**src/rtl/fracdiv_pkg.sv**
```systemverilog
package fracdiv_pkg;

    parameter int unsigned DIV_W   = 7;
    parameter int unsigned PRE_W   = 2;
    parameter int unsigned CFG_W   = 15;
    parameter int unsigned NUM_SRC = 3;
    parameter int unsigned DIV_MIN = 2;

    // field positions inside the control word
    localparam int unsigned PRE_LSB  = DIV_W;
    localparam int unsigned PLLB_BIT = DIV_W + PRE_W;
    localparam int unsigned USE_BIT  = PLLB_BIT + 1;
    localparam int unsigned USED_W   = USE_BIT + 1;

    typedef enum logic [1:0] {
        SRC_REF   = 2'd0,
        SRC_PLL_A = 2'd1,
        SRC_PLL_B = 2'd2
    } src_e;

    typedef struct packed {
        logic              use_pll;
        logic              pll_b;
        logic [PRE_W-1:0]  pre;
        logic [DIV_W-1:0]  div;
    } cfg_t;

endpackage

```
**src/rtl/fracdiv_src_sel.sv**
```systemverilog
module fracdiv_src_sel
    import fracdiv_pkg::*;
#(
    parameter int unsigned N_SRC = NUM_SRC
) (
    input  logic [N_SRC-1:0] stb_vec_i,
    input  src_e             sel_i,
    output logic             stb_o
);

    logic [N_SRC-1:0] gated;

    for (genvar g = 0; g < N_SRC; g++) begin : g_gate
        assign gated[g] = stb_vec_i[g] & (int'(sel_i) == g);
    end

    assign stb_o = |gated;

endmodule

```
**src/rtl/fracdiv_prediv.sv**
```systemverilog
module fracdiv_prediv
    import fracdiv_pkg::*;
#(
    parameter int unsigned CODE_W = PRE_W
) (
    input  logic              clk,
    input  logic              rst_n,
    input  logic              clr_i,
    input  logic              stb_i,
    input  logic [CODE_W-1:0] code_i,
    output logic              pulse_o
);

    // accumulator counts in half-strobe units: each strobe adds 2,
    // a pulse is issued when it reaches twice the ratio (code + 3)
    localparam int unsigned ACC_W = CODE_W + 2;

    typedef struct packed {
        logic [ACC_W-1:0] acc;
    } pre_st_t;

    pre_st_t st_d, st_q;
    logic [ACC_W-1:0] step;
    logic [ACC_W-1:0] limit;

    always_comb begin
        st_d    = st_q;
        step    = st_q.acc + ACC_W'(2);
        limit   = ACC_W'(code_i) + ACC_W'(3);
        pulse_o = 1'b0;
        if (stb_i && (code_i != '0)) begin
            if (step >= limit) begin
                pulse_o    = 1'b1;
                st_d.acc   = step - limit;
            end else begin
                st_d.acc   = step;
            end
        end
        if (clr_i) begin
            st_d.acc = '0;
        end
    end

    always_ff @(posedge clk or negedge rst_n) begin
        if (!rst_n) begin
            st_q <= '0;
        end else begin
            st_q <= st_d;
        end
    end

endmodule

```
**src/rtl/fracdiv_intdiv.sv**
```systemverilog
module fracdiv_intdiv
    import fracdiv_pkg::*;
#(
    parameter int unsigned CNT_W = DIV_W
) (
    input  logic             clk,
    input  logic             rst_n,
    input  logic             clr_i,
    input  logic             inc_i,
    input  logic [CNT_W-1:0] limit_i,
    output logic             wrap_o
);

    typedef struct packed {
        logic [CNT_W-1:0] cnt;
    } int_st_t;

    int_st_t st_d, st_q;
    logic [CNT_W:0] nxt;

    always_comb begin
        st_d   = st_q;
        nxt    = {1'b0, st_q.cnt} + (CNT_W+1)'(1);
        wrap_o = inc_i && (nxt >= {1'b0, limit_i});
        if (inc_i) begin
            st_d.cnt = wrap_o ? '0 : nxt[CNT_W-1:0];
        end
        if (clr_i) begin
            st_d.cnt = '0;
        end
    end

    always_ff @(posedge clk or negedge rst_n) begin
        if (!rst_n) begin
            st_q <= '0;
        end else begin
            st_q <= st_d;
        end
    end

endmodule

```
**src/rtl/fracdiv_clkgen.sv**
```systemverilog
module fracdiv_clkgen
    import fracdiv_pkg::*;
(
    input  logic             clk,
    input  logic             rst_n,
    input  logic             src_ref_stb_i,
    input  logic             src_pll_a_stb_i,
    input  logic             src_pll_b_stb_i,
    input  logic [CFG_W-1:0] cfg_word_i,
    input  logic             cfg_load_i,
    input  logic             en_i,
    output logic             tick_o,
    output logic             clk_o
);

    typedef struct packed {
        cfg_t act;
        cfg_t pend;
        logic pend_vld;
        logic tick;
        logic clk_out;
    } top_st_t;

    top_st_t st_d, st_q;

    cfg_t   word_cfg;
    src_e   src_sel;
    logic   sel_stb;
    logic   pre_pulse;
    logic   div_wrap;
    logic   act_ok;
    logic   fire;
    logic   adopt;
    logic   cnt_clr;
    logic   div_inc;
    logic   unused_rsvd;

    assign unused_rsvd = ^cfg_word_i[CFG_W-1:USED_W];

    // field extraction of the incoming word
    always_comb begin
        word_cfg.div     = cfg_word_i[DIV_W-1:0];
        word_cfg.pre     = cfg_word_i[PRE_LSB +: PRE_W];
        word_cfg.pll_b   = cfg_word_i[PLLB_BIT];
        word_cfg.use_pll = cfg_word_i[USE_BIT];
    end

    always_comb begin
        if (!st_q.act.use_pll)   src_sel = SRC_REF;
        else if (st_q.act.pll_b) src_sel = SRC_PLL_B;
        else                     src_sel = SRC_PLL_A;
    end

    fracdiv_src_sel #(.N_SRC(NUM_SRC)) u_src (
        .stb_vec_i ({src_pll_b_stb_i, src_pll_a_stb_i, src_ref_stb_i}),
        .sel_i     (src_sel),
        .stb_o     (sel_stb)
    );

    fracdiv_prediv #(.CODE_W(PRE_W)) u_pre (
        .clk     (clk),
        .rst_n   (rst_n),
        .clr_i   (cnt_clr),
        .stb_i   (sel_stb),
        .code_i  (st_q.act.pre),
        .pulse_o (pre_pulse)
    );

    fracdiv_intdiv #(.CNT_W(DIV_W)) u_div (
        .clk     (clk),
        .rst_n   (rst_n),
        .clr_i   (cnt_clr),
        .inc_i   (div_inc),
        .limit_i (st_q.act.div),
        .wrap_o  (div_wrap)
    );

    always_comb begin
        st_d    = st_q;
        act_ok  = (st_q.act.pre != '0) && (st_q.act.div >= DIV_W'(DIV_MIN));
        div_inc = en_i && act_ok && pre_pulse;
        fire    = div_inc && div_wrap;
        adopt   = st_q.pend_vld && (fire || !act_ok || !en_i);
        cnt_clr = !en_i || !act_ok || adopt;

        st_d.tick    = fire;
        st_d.clk_out = en_i ? (st_q.clk_out ^ fire) : 1'b0;

        if (adopt) begin
            st_d.act      = st_q.pend;
            st_d.pend_vld = 1'b0;
        end
        if (cfg_load_i) begin
            st_d.pend     = word_cfg;
            st_d.pend_vld = 1'b1;
        end
    end

    always_ff @(posedge clk or negedge rst_n) begin
        if (!rst_n) begin
            st_q <= '0;
        end else begin
            st_q <= st_d;
        end
    end

    assign tick_o = st_q.tick;
    assign clk_o  = st_q.clk_out;

endmodule

```
**config.mk**
```make
export PLATFORM = sky130hd
export DESIGN_NAME = fracdiv_clkgen
export DESIGN_NICKNAME = d
export VERILOG_FILES = /design/src/rtl/fracdiv_pkg.sv /design/src/rtl/fracdiv_src_sel.sv /design/src/rtl/fracdiv_prediv.sv /design/src/rtl/fracdiv_intdiv.sv /design/src/rtl/fracdiv_clkgen.sv
export SDC_FILE = /design/constraint.sdc
export NUM_CORES = 1
export LEC_CHECK = 0
export ABC_AREA = 1
export CORE_AREA = 8 8 99 101
export DETAILED_ROUTE_END_ITERATION = 7
export DIE_AREA = 0 0 107 109
export PLACE_DENSITY_LB_ADDON = 0.2
export SETUP_SLACK_MARGIN = 0.05
export SLEW_MARGIN = 20
export SYNTH_ARGS = -nofsm -noshare
export SYNTH_HDL_FRONTEND = slang
export SYNTH_SLANG_ARGS = --single-unit
export TNS_END_PERCENT = 5
```
**constraint.sdc**
```tcl
create_clock -name clk -period 5.3 [get_ports clk]
set_clock_uncertainty 0.15 [all_clocks]
set_input_delay 0.53 -clock clk [delete_from_list [all_inputs] [get_ports clk]]
set_output_delay 0.53 -clock clk [all_outputs]
set_load 0.05 [all_outputs]
```
### Word-level counts from Yosys, hierarchy flattened

Cells that the tools add are included.

* register bits: 36
* input bits: 22

* $add $sub $neg: 4
* order comparisons: 3
* equality and inequality tests: 2
* multiplexer cells: 13
* bitwise gates (word level): 4
* reduce and logical (&&, ||, !) cells: 19

Operators by type and width (number)
* two-way mux 7 bit: 3
* two-way mux 4 bit: 3
* adder 7 x 1 -> 8 bit (second input constant): 1
* greater-or-equal comparator 8 x 7 -> 1 bit: 1
* nonzero test 2 bit: 4
* greater-or-equal comparator 7 x 2 -> 1 bit (second input constant): 1
* logical AND 1 bit: 7
* two-way mux 1 bit: 5
* adder 4 x 2 -> 4 bit (second input constant): 1
* == test 2 bit (second input constant): 2
* greater-or-equal comparator 4 bit: 1
* logical OR 1 bit: 4
* two-way mux 2 bit: 2
* subtractor 4 bit: 1
* adder 2 x 2 -> 3 bit (second input constant): 1
* AND 1 bit: 3
* OR reduction 3 bit: 1
* logical NOT 1 bit: 2
* logical NOT 2 bit: 1
* XOR 1 bit: 1

### Depth between registers and ports, before layout

* word-level depth: 15
* depth in mapped cells: 19
* gate-level depth less buffers: 18

### Modules after synthesis

Synthesis repeated with hierarchy kept, for this count alone.

* cell total of the unflattened synthesis: 278
* area, all modules: 2175.8 um^2

Modules (own cells, without submodules)
* fracdiv_clkgen: times used 1, cells each 111, area each 1086.0 um^2, sequential area each 625.6 um^2
* fracdiv_intdiv: times used 1, cells each 101, area each 638.1 um^2, sequential area each 175.2 um^2
* fracdiv_prediv: times used 1, cells each 60, area each 424.2 um^2, sequential area each 100.1 um^2
* fracdiv_src_sel: times used 1, cells each 6, area each 27.5 um^2, sequential area each 0.0 um^2

### Worst setup path before layout

No wires, ideal clock.

* kind: register -> register
* start: register u_div.st_q[0] (netlist bit)
* end: register u_pre.st_q[2] (netlist bit)
* arrival: 2.106 ns
* data required time: 5.072 ns
* path slack: 2.967 ns
* cell stages (with the launch flop): 14
* path buffers: 0
* clock period less this slack: 2.333 ns
* cell sequence: dfrtp_1 -> ha_1 -> nand2_1 -> inv_1 -> nand4_1 -> xor2_1 -> inv_1 -> ha_1 -> and3_1 -> nand2_1 -> nand2_2 -> a31oi_2 -> inv_1 -> a21oi_1

* cells in the longest elaborated chain, start to end: 9
* elaborated cells between the ends (all ways): 10
* those cells by class: add/sub: 1; order compare: 1; mux: 1; reduce/logical: 7

Ends and longest elaborated chain
* start, declared: RTL line fracdiv_intdiv.sv:18 `int_st_t st_d, st_q;`
* start signal, assigned: RTL line fracdiv_intdiv.sv:37 `st_q <= st_d;`
* adder 7 x 1 -> 8 bit (*): RTL line fracdiv_intdiv.sv:23 `nxt = {1'b0, st_q.cnt} + (CNT_W+1)'(1);`
* greater-or-equal comparator 8 x 7 -> 1 bit (*): RTL line fracdiv_intdiv.sv:24 `wrap_o = inc_i && (nxt >= {1'b0, limit_i});`
* logical AND 1 bit (*): RTL line fracdiv_intdiv.sv:24
* logical AND 1 bit (*): RTL line fracdiv_clkgen.sv:82 `fire = div_inc && div_wrap;`
* logical OR 1 bit (*) (2 in a row): RTL line fracdiv_clkgen.sv:83 `adopt = st_q.pend_vld && (fire || !act_ok || !en_i);`
* logical AND 1 bit (*): RTL line fracdiv_clkgen.sv:83
* logical OR 1 bit (*): RTL line fracdiv_clkgen.sv:84 `cnt_clr = !en_i || !act_ok || adopt;`
* two-way mux 4 bit or nonzero test 2 bit (tied branches)
* end signal, assigned: RTL line fracdiv_prediv.sv:48 `st_q <= st_d;`
* end, declared: RTL line fracdiv_prediv.sv:22 `pre_st_t st_d, st_q;`

Mark *: on every way between the ends. The rest lies on a longest branch, timed or not.
A chain may end at the register's enable or synchronous reset.

### Worst setup path in the final report

Ends and elaborated chain as after synthesis.

==> flow_summary_export.csv <==
group,metric,value,unit
detailed_routing,drt_iter0_markers,49,
cts,cts_sinks,36,
global_routing,antenna_found_initial,0,
sta,period_needed,2.72,ns
sta,hold_violations,0,
sta,max_freq,0.368,GHz
critical_path,slowest_delay,0.45,ns
pwr,p_leak,0.00121,uW
global_routing,grt_usage,7.00,%
detailed_routing,wl_per_cell,10.2,um
floorplan,initial_core_util,24.2,%
place,routabilityCongestion,0.721,
pwr,power_density,468,nW/um^2
synthesis,syn_inst,236,
critical_path,cp_num_buf_inv,3,
sta,relSlewSlack,44.6,%
floorplan,dieHeight,109,um
cts,cts-root-buf,"clkbuf_8",
sta,tns,0,ns
floorplan,io_pins,24,
critical_path,required,5.37,ns
global_routing,overflow,0,
detailed_routing,drcViolationCount,0,
flow_run,drv_cap,0,
critical_path,cp_data_arrival_time,2.79,ns
floorplan,std_cell_rows,34,
cts,cts_tree,"done",
synthesis,syn_area_per_cell,8.58,sq um
synthesis,synth.ff_latch_count,36,
sta,setup_ws,2.58,ns
critical_path,crit_fanout,10,
critical_path,path_cells,"ha_1, nand2_1, inv_1, nand4_1, xor2_1, inv_1, ha_1, nand2_1, nand2_1, nor2_1, nand2_2, a31oi_2, inv_1, a21oi_1",
detailed_routing,vias,1455,
sta,finalMaxSlewViolations,0,
cts,hold_buffers,0,
floorplan,die_w,107,um
hold_path,hold_class,"in2async",
global_routing,grt_max_degree,37,
floorplan,dieArea,11700,sq um
cts,post_cts_resized,0,
synthesis,synth_cell_types,28,
sta,setup-violations-final,0,
sta,worstMarginPinSlew,0.831,ns
floorplan,coreArea,8380,sq um
critical_path,r2r_end,"u_pre.st_q[2]",
layout,fillerInstances,903,
place,pre_cts_ws,2.57,ns
place,numPortBuffers,19,
critical_path,r2r-start,"u_div.st_q[0]",
sta,rsz0062_at_grt,"false",
critical_path,r2r_setup_slack,2.58,ns
layout,nets,294,
global_routing,first_global_vias,1383,
critical_path,r2r_cells,14,
cts,cts_made_buffers,5,
critical_path,crit_slowest_cell,"a31oi_2",
place,hpwlAfterDp,2.74,mm
cts,post_cts_buffers,0,
synthesis,yosys_warnings,0,
cts,htree_levels,2,
synthesis,yosysSeqAreaShare,44.5,%
detailed_routing,viasPerCell,3.96,
cts,clk_pin_slew,0.08,ns
sta,period_share,51.3,%
layout,antenna_cells,0,
detailed_routing,postRouteAntennaNets,0,
critical_path,crit_type,"reg2reg",
global_routing,grt_pass1_wl,6.38,mm
critical_path,crit_family,"compound AO/OA/AOI/OAI gates",
critical_path,endpoint_kind,"register",
status,status,"finished, final reports clean",
critical_path,cp-start-kind,"register",
cts,clock_path_buffers,2,
synthesis,synthesis.nets,272,
synthesis,netlist_area,2020,sq um
critical_path,crit_cells,14,
cts,insertion_delay,0.30,ns
detailed_routing,wl,3.74,mm
detailed_routing,dr.pass1.iters,4,
pwr,max-vdd-ir-drop,0.000119,V
layout,drive_gt1_share,13.5,%
layout,syn2layout_area_growth,19.7,%
-- cells in the mapped netlist, drive strengths merged --
cell,instances,area (sq um)
nand2,62,263
o21a,1,7.51
a22oi,1,7.51
buf,2,22.5
and3,1,6.26
ha,13,163
a31oi,1,12.5
nand3b,1,7.51
nand4,2,12.5
nor2,19,86.3
dfrtp,36,901
o21ai,27,176
nor3,1,5.00
xnor2,2,25.0
nand3,14,75.1
xor2,5,43.8
inv,39,146
a21oi,4,20.0
a31o,1,8.76
fa,1,20.0
o211ai,1,7.51
clkbuf,2,7.51
-- layout by cell type, fill, tap and decap left out, types with 9 or more instances in the layout --
cell type,count
clkdlybuf4s50_1,18
dfrtp_1,36
ha_1,13
inv_1,39
nand2_1,52
nand2_2,9
nand3_1,13
nor2_1,17
o21ai_0,16
o21ai_2,11
-- area by class of cell --
class	count	area, sq um	area share, %
Clock buffer	6	72.6	3.00
Clock inverter	2	35.0	1.45
Inverter	39	146	6.04
Multi-Input combinational cell	157	947	39.1
Sequential cell	36	901	37.2
Tap cell	108	135	5.58
Timing Repair Buffer	19	185	7.64
-- report_power, final --
part           leakage (uW)  internal (uW)  total (uW)  switching [uW]
Combinational      0.000690            198         511             313
Clock             0.0000552            140         245             106
Sequential         0.000463            334         378            44.8
-- how the worst max path moves through the flow --
stage / start / to
after floorplan: u_div.st_q[0] / u_pre.st_q[2]
after global placement: u_div.st_q[0] / u_pre.st_q[2]
after detailed placement: u_div.st_q[0] / u_pre.st_q[2]
after CTS: u_div.st_q[0] / u_pre.st_q[2]
after global routing: u_div.st_q[0] / u_pre.st_q[2]
final: u_div.st_q[0] / u_pre.st_q[2]
-- flip-flops by register name (all words and copies together), names as in the netlist --
register    flops
u_div.st_q      7
clk_o           1
st_q           23
tick_o          1
u_pre.st_q      4
-- metrics by stage --
stage / area (sq um) / util, % / instances / hold WS (ns) / power (uW)
3_3_place_gp: 2310 / 27.6 / 359 / 0.301 / 899
5_1_grt: 2420 / 28.9 / 367 / 0.262 / 1240
6_report: 2420 / 28.9 / 367 / 0.165 / 1130
2_1_floorplan: 2020 / - / 236 / 0.0844 / 804
3_5_place_dp: 2310 / 27.6 / 359 / 0.306 / 903
4_1_cts: 2420 / 28.9 / 367 / 0.223 / 1160
-- logic make-up after synthesis --
family                     share of synthesized area, %
AOI/OAI and AO/OA                                  11.9
xor gates and xnor gates                           3.40
adders and majority gates                          9.02
buffers and inverters                              8.71
DFF                                                44.5
and+or+nand+nor                                    22.5
-- worst reg2reg max path: stages (launching register included) --
cell and delay, ns:
dfrtp_1 0.44, ha_1 0.23, nand2_1 0.06, inv_1 0.06, nand4_1 0.08, xor2_1 0.15, inv_1 0.07, ha_1 0.28
nand2_1 0.07, nand2_1 0.05, nor2_1 0.13, nand2_2 0.12, a31oi_2 0.45, inv_1 0.16, a21oi_1 0.15
-- layer usage --
| layer | track usage, % | wire [um] | share of wire (%) |
|---|---|---|---|
| met2 | 9.90 | 1480 | 40 |
| met5 | 0 | 0 | 0 |
| met3 | 2.96 | 170 | 4.6 |
| met1 | 9.31 | 2030 | 54 |
| met4 | 2.41 | 56 | 1.5 |
Power figures use the tool's default switching activity.
